<file path="src/rtl/muldiv_pkg.sv">
// Package: shared operation encoding for the multiply-divide unit.
// Assumes: 1-bit operation select, 0 = multiply, 1 = divide.
package muldiv_pkg;
    typedef enum logic {
        OP_MUL = 1'b0,
        OP_DIV = 1'b1
    } md_op_e;
endpackage

</file>
<file path="src/rtl/muldiv_ctrl.sv">
// Module: muldiv_ctrl
// Sequences one operation. It accepts start only when idle, counts WIDTH
// iteration cycles and produces a single done pulse. An overflowing divide
// (ovf) skips the iterations and finishes on the accepting edge.
// Assumes: ovf is valid in the same cycle as start.
module muldiv_ctrl #(
    parameter int WIDTH = 16
) (
    input  logic clk,
    input  logic rst_n,
    input  logic start,
    input  logic ovf,
    output logic load,
    output logic step,
    output logic busy,
    output logic done
);
    localparam int CNT_W = (WIDTH > 1) ? $clog2(WIDTH) : 1;
    localparam logic [CNT_W-1:0] LAST = CNT_W'(WIDTH - 1);

    logic             busy_q;
    logic             done_q;
    logic [CNT_W-1:0] cnt_q;

    // Accept a new operation only while idle.
    always_comb load = start && !busy_q;

    always_comb step = busy_q;
    always_comb busy = busy_q;
    always_comb done = done_q;

    // Iteration counter, busy flag and done pulse.
    always_ff @(posedge clk) begin
        if (!rst_n) begin
            busy_q <= 1'b0;
            done_q <= 1'b0;
            cnt_q  <= '0;
        end else begin
            done_q <= (load && ovf) || (busy_q && cnt_q == LAST);
            if (load) begin
                busy_q <= !ovf;
                cnt_q  <= '0;
            end else if (busy_q) begin
                cnt_q <= cnt_q + 1'b1;
                if (cnt_q == LAST) begin
                    busy_q <= 1'b0;
                end
            end
        end
    end

    // busy and done never overlap
    assert_busy_done_excl_R8: assert property (@(posedge clk) disable iff (!rst_n)
        !(busy_q && done_q));

    // the end of a run always comes with done
    assert_fell_done_R8: assert property (@(posedge clk) disable iff (!rst_n)
        $fell(busy_q) |-> done_q);

    // an overflowing divide finishes at once without going busy
    assert_ovf_quick_R3: assert property (@(posedge clk) disable iff (!rst_n)
        (load && ovf) |=> (done_q && !busy_q));
endmodule

</file>
<file path="src/rtl/muldiv_dp.sv">
// Module: muldiv_dp
// Datapath: captures the operands on load, then performs one shift-add
// (multiply) or restoring shift-subtract (divide) step per enabled cycle.
// hi holds the addend/partial product or the partial remainder; lo holds
// the multiplier/low product bits or the dividend/quotient bits.
// Assumes: step is never high together with load.
module muldiv_dp
    import muldiv_pkg::*;
#(
    parameter int WIDTH = 16
) (
    input  logic             clk,
    input  logic             rst_n,
    input  logic             load,
    input  logic             step,
    input  md_op_e           op_in,
    input  logic [WIDTH-1:0] a0,
    input  logic [WIDTH-1:0] a1,
    input  logic [WIDTH-1:0] a2,
    input  logic             cin,
    output logic             ovf,
    output logic [WIDTH-1:0] hi,
    output logic [WIDTH-1:0] lo,
    output logic             cout
);
    md_op_e           op_q;
    logic [WIDTH-1:0] mcand_q;
    logic [WIDTH-1:0] hi_q;
    logic [WIDTH-1:0] lo_q;
    logic             cout_q;

    logic [WIDTH:0]   sum;
    logic [WIDTH:0]   sh;
    logic             ge;
    logic [WIDTH-1:0] diff;

    // The quotient does not fit when the high dividend word reaches the divisor.
    always_comb ovf = (op_in == OP_DIV) && (a0 >= a2);

    // One multiply step: conditionally add the multiplicand to the upper half.
    always_comb sum = {1'b0, hi_q} + (lo_q[0] ? {1'b0, mcand_q} : '0);

    // One divide step: shift the remainder left and trial-subtract the divisor.
    always_comb begin
        sh   = {hi_q, lo_q[WIDTH-1]};
        ge   = sh >= {1'b0, mcand_q};
        diff = sh[WIDTH-1:0] - mcand_q;
    end

    // Operand capture and the iteration registers.
    always_ff @(posedge clk) begin
        if (!rst_n) begin
            op_q    <= OP_MUL;
            mcand_q <= '0;
            hi_q    <= '0;
            lo_q    <= '0;
            cout_q  <= 1'b0;
        end else if (load) begin
            op_q    <= op_in;
            mcand_q <= a2;
            hi_q    <= a0;
            lo_q    <= a1;
            cout_q  <= ovf ? 1'b1 : ((op_in == OP_DIV) ? 1'b0 : cin);
        end else if (step) begin
            if (op_q == OP_MUL) begin
                hi_q <= sum[WIDTH:1];
                lo_q <= {sum[0], lo_q[WIDTH-1:1]};
            end else begin
                hi_q <= ge ? diff : sh[WIDTH-1:0];
                lo_q <= {lo_q[WIDTH-2:0], ge};
            end
        end
    end

    always_comb begin
        hi   = hi_q;
        lo   = lo_q;
        cout = cout_q;
    end

    // the captured divisor/multiplicand cannot change during a run
    assert_mcand_hold_R7: assert property (@(posedge clk) disable iff (!rst_n)
        step |=> $stable(mcand_q));

    // the carry is frozen while iterating
    assert_carry_hold_R5: assert property (@(posedge clk) disable iff (!rst_n)
        step |=> $stable(cout_q));

    // the partial remainder stays below the divisor after every step
    assert_rem_bound_R2: assert property (@(posedge clk) disable iff (!rst_n)
        (step && op_q == OP_DIV) |=> (hi_q < mcand_q));

    // an overflowing divide returns its inputs with the carry set
    assert_ovf_keep_R3: assert property (@(posedge clk) disable iff (!rst_n)
        (load && ovf) |=> (hi_q == $past(a0) && lo_q == $past(a1) && cout_q));
endmodule

</file>
<file path="src/rtl/muldiv_unit.sv">
// Module: muldiv_unit (top)
// Unsigned iterative multiply-add / divide over fixed accumulators.
// Takes one cycle to accept and WIDTH cycles per operation. An overflowing
// divide completes on the accepting edge.
// Assumes: the operands are valid in the cycle start is raised.
module muldiv_unit
    import muldiv_pkg::*;
#(
    parameter int WIDTH = 16
) (
    input  logic             clk,
    input  logic             rst_n,
    input  logic             start,
    input  logic             op_div,
    input  logic [WIDTH-1:0] ac0_in,
    input  logic [WIDTH-1:0] ac1_in,
    input  logic [WIDTH-1:0] ac2_in,
    input  logic             carry_in,
    output logic             busy,
    output logic             done,
    output logic [WIDTH-1:0] ac0_out,
    output logic [WIDTH-1:0] ac1_out,
    output logic             carry_out
);
    logic   load;
    logic   step;
    logic   ovf;
    md_op_e op_sel;

    // Map the raw select bit onto the operation type.
    always_comb op_sel = md_op_e'(op_div);

    muldiv_ctrl #(.WIDTH(WIDTH)) u_ctrl (
        .clk   (clk),
        .rst_n (rst_n),
        .start (start),
        .ovf   (ovf),
        .load  (load),
        .step  (step),
        .busy  (busy),
        .done  (done)
    );

    muldiv_dp #(.WIDTH(WIDTH)) u_dp (
        .clk   (clk),
        .rst_n (rst_n),
        .load  (load),
        .step  (step),
        .op_in (op_sel),
        .a0    (ac0_in),
        .a1    (ac1_in),
        .a2    (ac2_in),
        .cin   (carry_in),
        .ovf   (ovf),
        .hi    (ac0_out),
        .lo    (ac1_out),
        .cout  (carry_out)
    );
endmodule

</file>
<file path="config.mk">
export PLATFORM = sky130hd
export DESIGN_NAME = muldiv_unit
export DESIGN_NICKNAME = d
export VERILOG_FILES = /design/src/rtl/muldiv_pkg.sv /design/src/rtl/muldiv_ctrl.sv /design/src/rtl/muldiv_dp.sv /design/src/rtl/muldiv_unit.sv
export SDC_FILE = /design/constraint.sdc
export NUM_CORES = 1
export LEC_CHECK = 0
export BUFFER_PORTS_ARGS = -buffer_cell sky130_fd_sc_hd__buf_2
export CAP_MARGIN = 20
export CORE_ASPECT_RATIO = 1.2
export CORE_UTILIZATION = 30
export CTS_BUF_LIST = sky130_fd_sc_hd__clkbuf_4
export DETAILED_ROUTE_END_ITERATION = 10
export GPL_TIMING_DRIVEN = 0
export HOLD_SLACK_MARGIN = 0.12
export PLACE_DENSITY_LB_ADDON = 0.08
export SYNTH_ARGS = -nofsm -noshare
export SYNTH_HDL_FRONTEND = slang
export SYNTH_SLANG_ARGS = --single-unit
</file>
<file path="constraint.sdc">
create_clock -name clk -period 9 [get_ports clk]
set_clock_uncertainty 0.2 [all_clocks]
set_input_delay 0.9 -clock clk [delete_from_list [all_inputs] [get_ports clk]]
set_output_delay 0.9 -clock clk [all_outputs]
set_load 0.005 [all_outputs]
</file>
==> impl_table.tex <==
\begin{tabular}{lr}
\hline
Metric & Value \\
\hline
\multicolumn{2}{l}{\textbf{CTS}} \\
Inserted Clock Buffers & 5 \\
Resized Gates After CTS & 0 \\
Clock tree from TritonCTS & yes \\
Max H-tree Level & 2 \\
Clock tree root buffer cell & sky130\_fd\_sc\_hd\_\_clkbuf\_4 \\
Max Root-Sink Buffers & 2 \\
Clk pin slew, worst setup/hold paths & roughly 180 ps \\
Num Clock Sinks & 56 \\
Worst-Skew Late Latency & 410 ps \\
Post-CTS setup-driven buffer insertion count & 0 \\
Quantity of hold-fixing buffers added after cts & 0 \\
\multicolumn{2}{l}{\textbf{Placement}} \\
Placed cell area & 5454 um\^{}2 \\
Post-detail-place hpwl & between 10000 and 15000 um \\
RD Place Congestion & 0.8336 \\
Port Buf Inserts & 86 \\
\multicolumn{2}{l}{\textbf{Critical path}} \\
Delay contributed by the slowest stage of the critical path & around 480 ps \\
Cell Chain, Critical Path & clkbuf\_1, and2\_1, ha\_1, fa\_1, a211oi\_2, o21a\_1, nor3\_1, a2111oi\_4, o21ai\_2, a2111oi\_2, o32a\_1, a31oi\_1 \\
Worst r2r path cells & 12 \\
CP max FO & 10 \\
Worst r2r src & u\_dp.lo[0] \\
FF-to-FF End & u\_dp.hi[15] \\
CP Capture Type & flop \\
Worst setup slack for register-to-register paths & between 5000 and 6000 ps \\
CP arrival & around 3800 ps \\
Kind of launch point of the worst setup path & flop \\
Crit Path Class & reg2reg \\
Worst path slowest cell & sky130\_fd\_sc\_hd\_\_dfxtp\_1 \\
Required @ worst endpoint & between 9000 and 10000 ps \\
\multicolumn{2}{l}{\textbf{Drt}} \\
Detail-routed via count per cell & 5.240 \\
Final ANT Viol Nets & 0 \\
Total DRC errors in the routed layout & 0 \\
Routed length per placed instance & 18.73 um \\
Via count of the routed design & roughly 4700 \\
Total length of routed wires & about 17000 um \\
First-pass iteration count of the detailed router & 6 \\
Iteration-0 DRC count of the detailed router & between 200 and 300 \\
\multicolumn{2}{l}{\textbf{Layout}} \\
Finished Core Util & 0.3556 \\
Share of cells above drive strength 1 & 0.1784 \\
Layout net count & just under 800 \\
Relative area change from synthesis to final layout & 16.29\% \\
Design Area, Final & between 5000 and 6000 um\^{}2 \\
\multicolumn{2}{l}{\textbf{Synthesis}} \\
Number of synthesized flops with an enable pin & 0 \\
Count of synthesis-stage warnings from yosys & 0 \\
Cell type with the largest total area after synthesis & sky130\_fd\_sc\_hd\_\_dfxtp\_1 \\
Cell types occupying the most area after synthesis & sky130\_fd\_sc\_hd\_\_dfxtp\_1, sky130\_fd\_sc\_hd\_\_ha\_1, sky130\_fd\_sc\_hd\_\_mux2i\_1, sky130\_fd\_sc\_hd\_\_a211oi\_1, sky130\_fd\_sc\_hd\_\_a21oi\_1 \\
Count of mapped cells out of synthesis & 590 \\
Area of the mapped netlist & $\sim$4800 um\^{}2 \\
Largest family of logic cells by synthesized area & compound AO/OA/AOI/OAI gates \\
Area share of the leading cell type in the synthesized netlist & 0.2354 \\
Post-synthesis net count & 694 \\
Post-synthesis share of cell area spent on and, or, nand and nor gates & 0.1673 \\
Sequential fraction of the synthesis area & 0.2354 \\
\#FFs+latches synth & 56 \\
Xor/xnor share of the synthesized area & 0.04413 \\
Number of distinct standard cells referenced by the synthesized netlist & between 50 and 60 \\
Multiplexer fraction of the synthesized cell area & 0.09798 \\
Post-synth ARST share & 0 \\
Mean instance size in the synthesized netlist & $\sim$8 um\^{}2 \\
Leading register cell type out of synthesis & sky130\_fd\_sc\_hd\_\_dfxtp\_1 \\
Complex-gate fraction of the synthesized area & 0.2616 \\
Area share of fa/ha/maj cells after synthesis & 0.1371 \\
\multicolumn{2}{l}{\textbf{Power}} \\
Max rail drop VDD & 0.08324 mV \\
Cell area power density & $\sim$150 nW/um\^{}2 \\
Net Switching & around 340 uW \\
Share of power burned in combinational logic & 0.461 \\
Sequential Power Share & 0.357 \\
Design internal power & around 500 uW \\
Switching part of the total power & 0.4020 \\
Leakage power summed over all cells & about 2.5 nW \\
Fraction of power consumed by the clock network & 0.182 \\
\multicolumn{2}{l}{\textbf{STA}} \\
Rel. slew slack & 0.3991 \\
Final setup fails & 0 \\
Worst slew pin tran & 901.4 ps \\
Period utilization & 0.4158 \\
Setup repair after global routing missed its margin & no \\
Pins over their slew limit & 0 \\
Final period demand of the worst path & 3743 ps \\
Timing-limited maximum frequency & around 270 MHz \\
Final Hold Fails & 0 \\
Setup total negative slack & 0 ps \\
\multicolumn{2}{l}{\textbf{Floorplan}} \\
Height of the die & around 140 um \\
Placeable core area & around 16000 um\^{}2 \\
Number of core rows & 50 \\
Width of the chip & $\sim$120 um \\
Initial Utilization & 0.3058 \\
Count of pins on the block boundary & 88 \\
Die area & $\sim$16000 um\^{}2 \\
\multicolumn{2}{l}{\textbf{Min path}} \\
Class of the tightest hold or removal check & reg2reg \\
Hold endpoint & u\_dp.mcand\_q[10] \\
Worst Hold Launch & u\_dp.mcand\_q[10] \\
Cell depth of the worst hold path & 2 \\
\multicolumn{2}{l}{\textbf{GRT}} \\
GR Overflow Total & 0 \\
Global-route total usage across every layer & 0.2110 \\
Vias in the first global route & 4748 \\
Antenna violations before repair & 2 \\
First-pass GRT wire length & $\sim$26000 um \\
Pin count of the biggest net entering global routing & 17 \\
\multicolumn{2}{l}{\textbf{Outcome}} \\
Run status & finished, final reports clean \\
\multicolumn{2}{l}{\textbf{Flow run}} \\
Max-cap violations & 0 \\
\hline
\end{tabular}
[cell usage after synthesis, types with 2 or more instances]
cell type                   n
sky130_fd_sc_hd__o32a_1     2
sky130_fd_sc_hd__nand2_1   53
sky130_fd_sc_hd__dfxtp_1   56
sky130_fd_sc_hd__o41ai_1    2
sky130_fd_sc_hd__and3_1     4
sky130_fd_sc_hd__mux2i_1   32
sky130_fd_sc_hd__inv_1     37
sky130_fd_sc_hd__a31oi_1   13
sky130_fd_sc_hd__a211oi_1  39
sky130_fd_sc_hd__a311oi_1   2
sky130_fd_sc_hd__a211o_1    2
sky130_fd_sc_hd__nor3_1    10
sky130_fd_sc_hd__clkbuf_1  19
sky130_fd_sc_hd__nor2b_1   21
sky130_fd_sc_hd__nand2b_1   8
sky130_fd_sc_hd__xor2_1     7
sky130_fd_sc_hd__fa_1       2
sky130_fd_sc_hd__buf_1      6
sky130_fd_sc_hd__xnor2_1   17
sky130_fd_sc_hd__a211oi_2   5
sky130_fd_sc_hd__a21o_1    13
sky130_fd_sc_hd__inv_2      2
sky130_fd_sc_hd__or2_2      2
sky130_fd_sc_hd__o21bai_1   2
sky130_fd_sc_hd__o31ai_1    2
sky130_fd_sc_hd__mux2_2     9
sky130_fd_sc_hd__ha_1      49
sky130_fd_sc_hd__mux2_4     3
sky130_fd_sc_hd__a21oi_1   52
sky130_fd_sc_hd__nor2_1    34
sky130_fd_sc_hd__o211ai_1   3
sky130_fd_sc_hd__nand3_1    7
sky130_fd_sc_hd__buf_2      2
sky130_fd_sc_hd__and2_1    17
sky130_fd_sc_hd__o21ai_0   23
sky130_fd_sc_hd__nand4_1    5
sky130_fd_sc_hd__o21a_1     7
[kinds of logic (layout without fill, tap and decap cells)]
group           after synthesis  in the layout
flops                        56             56
compound gates              182            182
buf+inv                      68            162
other cells                   0              2
xor+xnor                     24             24
mux                          44             44
simple gates                165            165
fa+ha+maj                    51             51
[sequential cells by signal, indices dropped and copies added, names as in the netlist]
name	flops
u_ctrl.busy	1
u_dp.op_q	1
u_ctrl.done	1
u_dp.cout	1
u_ctrl.cnt_q	4
u_dp.mcand_q	16
u_dp.lo	16
u_dp.hi	16
[routing by layer]
layer / up-vias / global-route usage / share of wire
met1: 2226 / 0.2638 / 0.44
li1: 2329 / - / -
met4: 2 / 0.05929 / 0.014
met3: 14 / 0.02986 / 0.046
met5: - / 0 / 0.00090
met2: 114 / 0.3712 / 0.50
[worst max-delay path, delay by kind of cell (launching register included)]
family | cells | cell delay [ps]
compound gates | 7 | 1660
fa+ha+maj | 2 | 660
buf+inv | 1 | 300
flops | 1 | 480
simple gates | 2 | 310
[power by group through the flow]
stage	clock network (mW)	registers (mW)	logic [mW]
2_1_floorplan	0	0.296	0.271
3_3_place_gp	0	0.306	0.384
3_5_place_dp	0	0.305	0.385
4_1_cts	0.157	0.300	0.389
5_1_grt	0.167	0.304	0.429
6_report	0.152	0.300	0.387
[placed cells by master, fill, tap and decap left out, drive strengths merged, types with 3 or more instances in the layout]
cell / instances
a31oi: 13
nand4: 5
and3: 4
nor2: 34
o21ai: 24
ha: 49
nand2b: 8
xor2: 7
xnor2: 17
mux2: 12
dfxtp: 56
mux2i: 32
o21a: 7
nor3: 10
a21oi: 52
nand2: 53
nor2b: 21
a21o: 13
and2: 17
buf: 96
inv: 39
a211oi: 44
o211ai: 3
nand3: 7
clkbuf: 25
[worst max-delay path by stage]
stage / cells after the start / start / to
floorplan: 12 / u_dp.lo[0] / u_dp.hi[15]
global placement: 12 / u_dp.lo[0] / u_dp.hi[15]
detailed placement: 12 / u_dp.lo[0] / u_dp.hi[15]
CTS: 12 / u_dp.lo[0] / u_dp.hi[15]
global route: 12 / u_dp.lo[0] / u_dp.hi[15]
finish: 12 / u_dp.lo[0] / u_dp.hi[15]
[area by class of cell]
cell class              count  area (um^2)
clock buffers               6        45.04
clock inverters             2        35.03
inverters                  39        146.4
fillers                  1679        10040
repair buffers             86        430.4
multi-input cells         466         3373
plain buffers              29        122.6
diodes                      2        5.005
well taps                 208        260.3
flip-flops and latches     56         1121
[metrics by stage]
step	hold WS [ps]	worst slack (ps)	std cells	total power [mW]
6_report	294.1	5257	894	0.8394
3_3_place_gp	280.8	5219	884	0.6899
2_1_floorplan	244.7	5825	590	0.5675
3_5_place_dp	274.8	5249	884	0.6905
5_1_grt	314.5	5062	893	0.8996
4_1_cts	296.5	5229	892	0.8459
(Power assumes the default switching activity.)
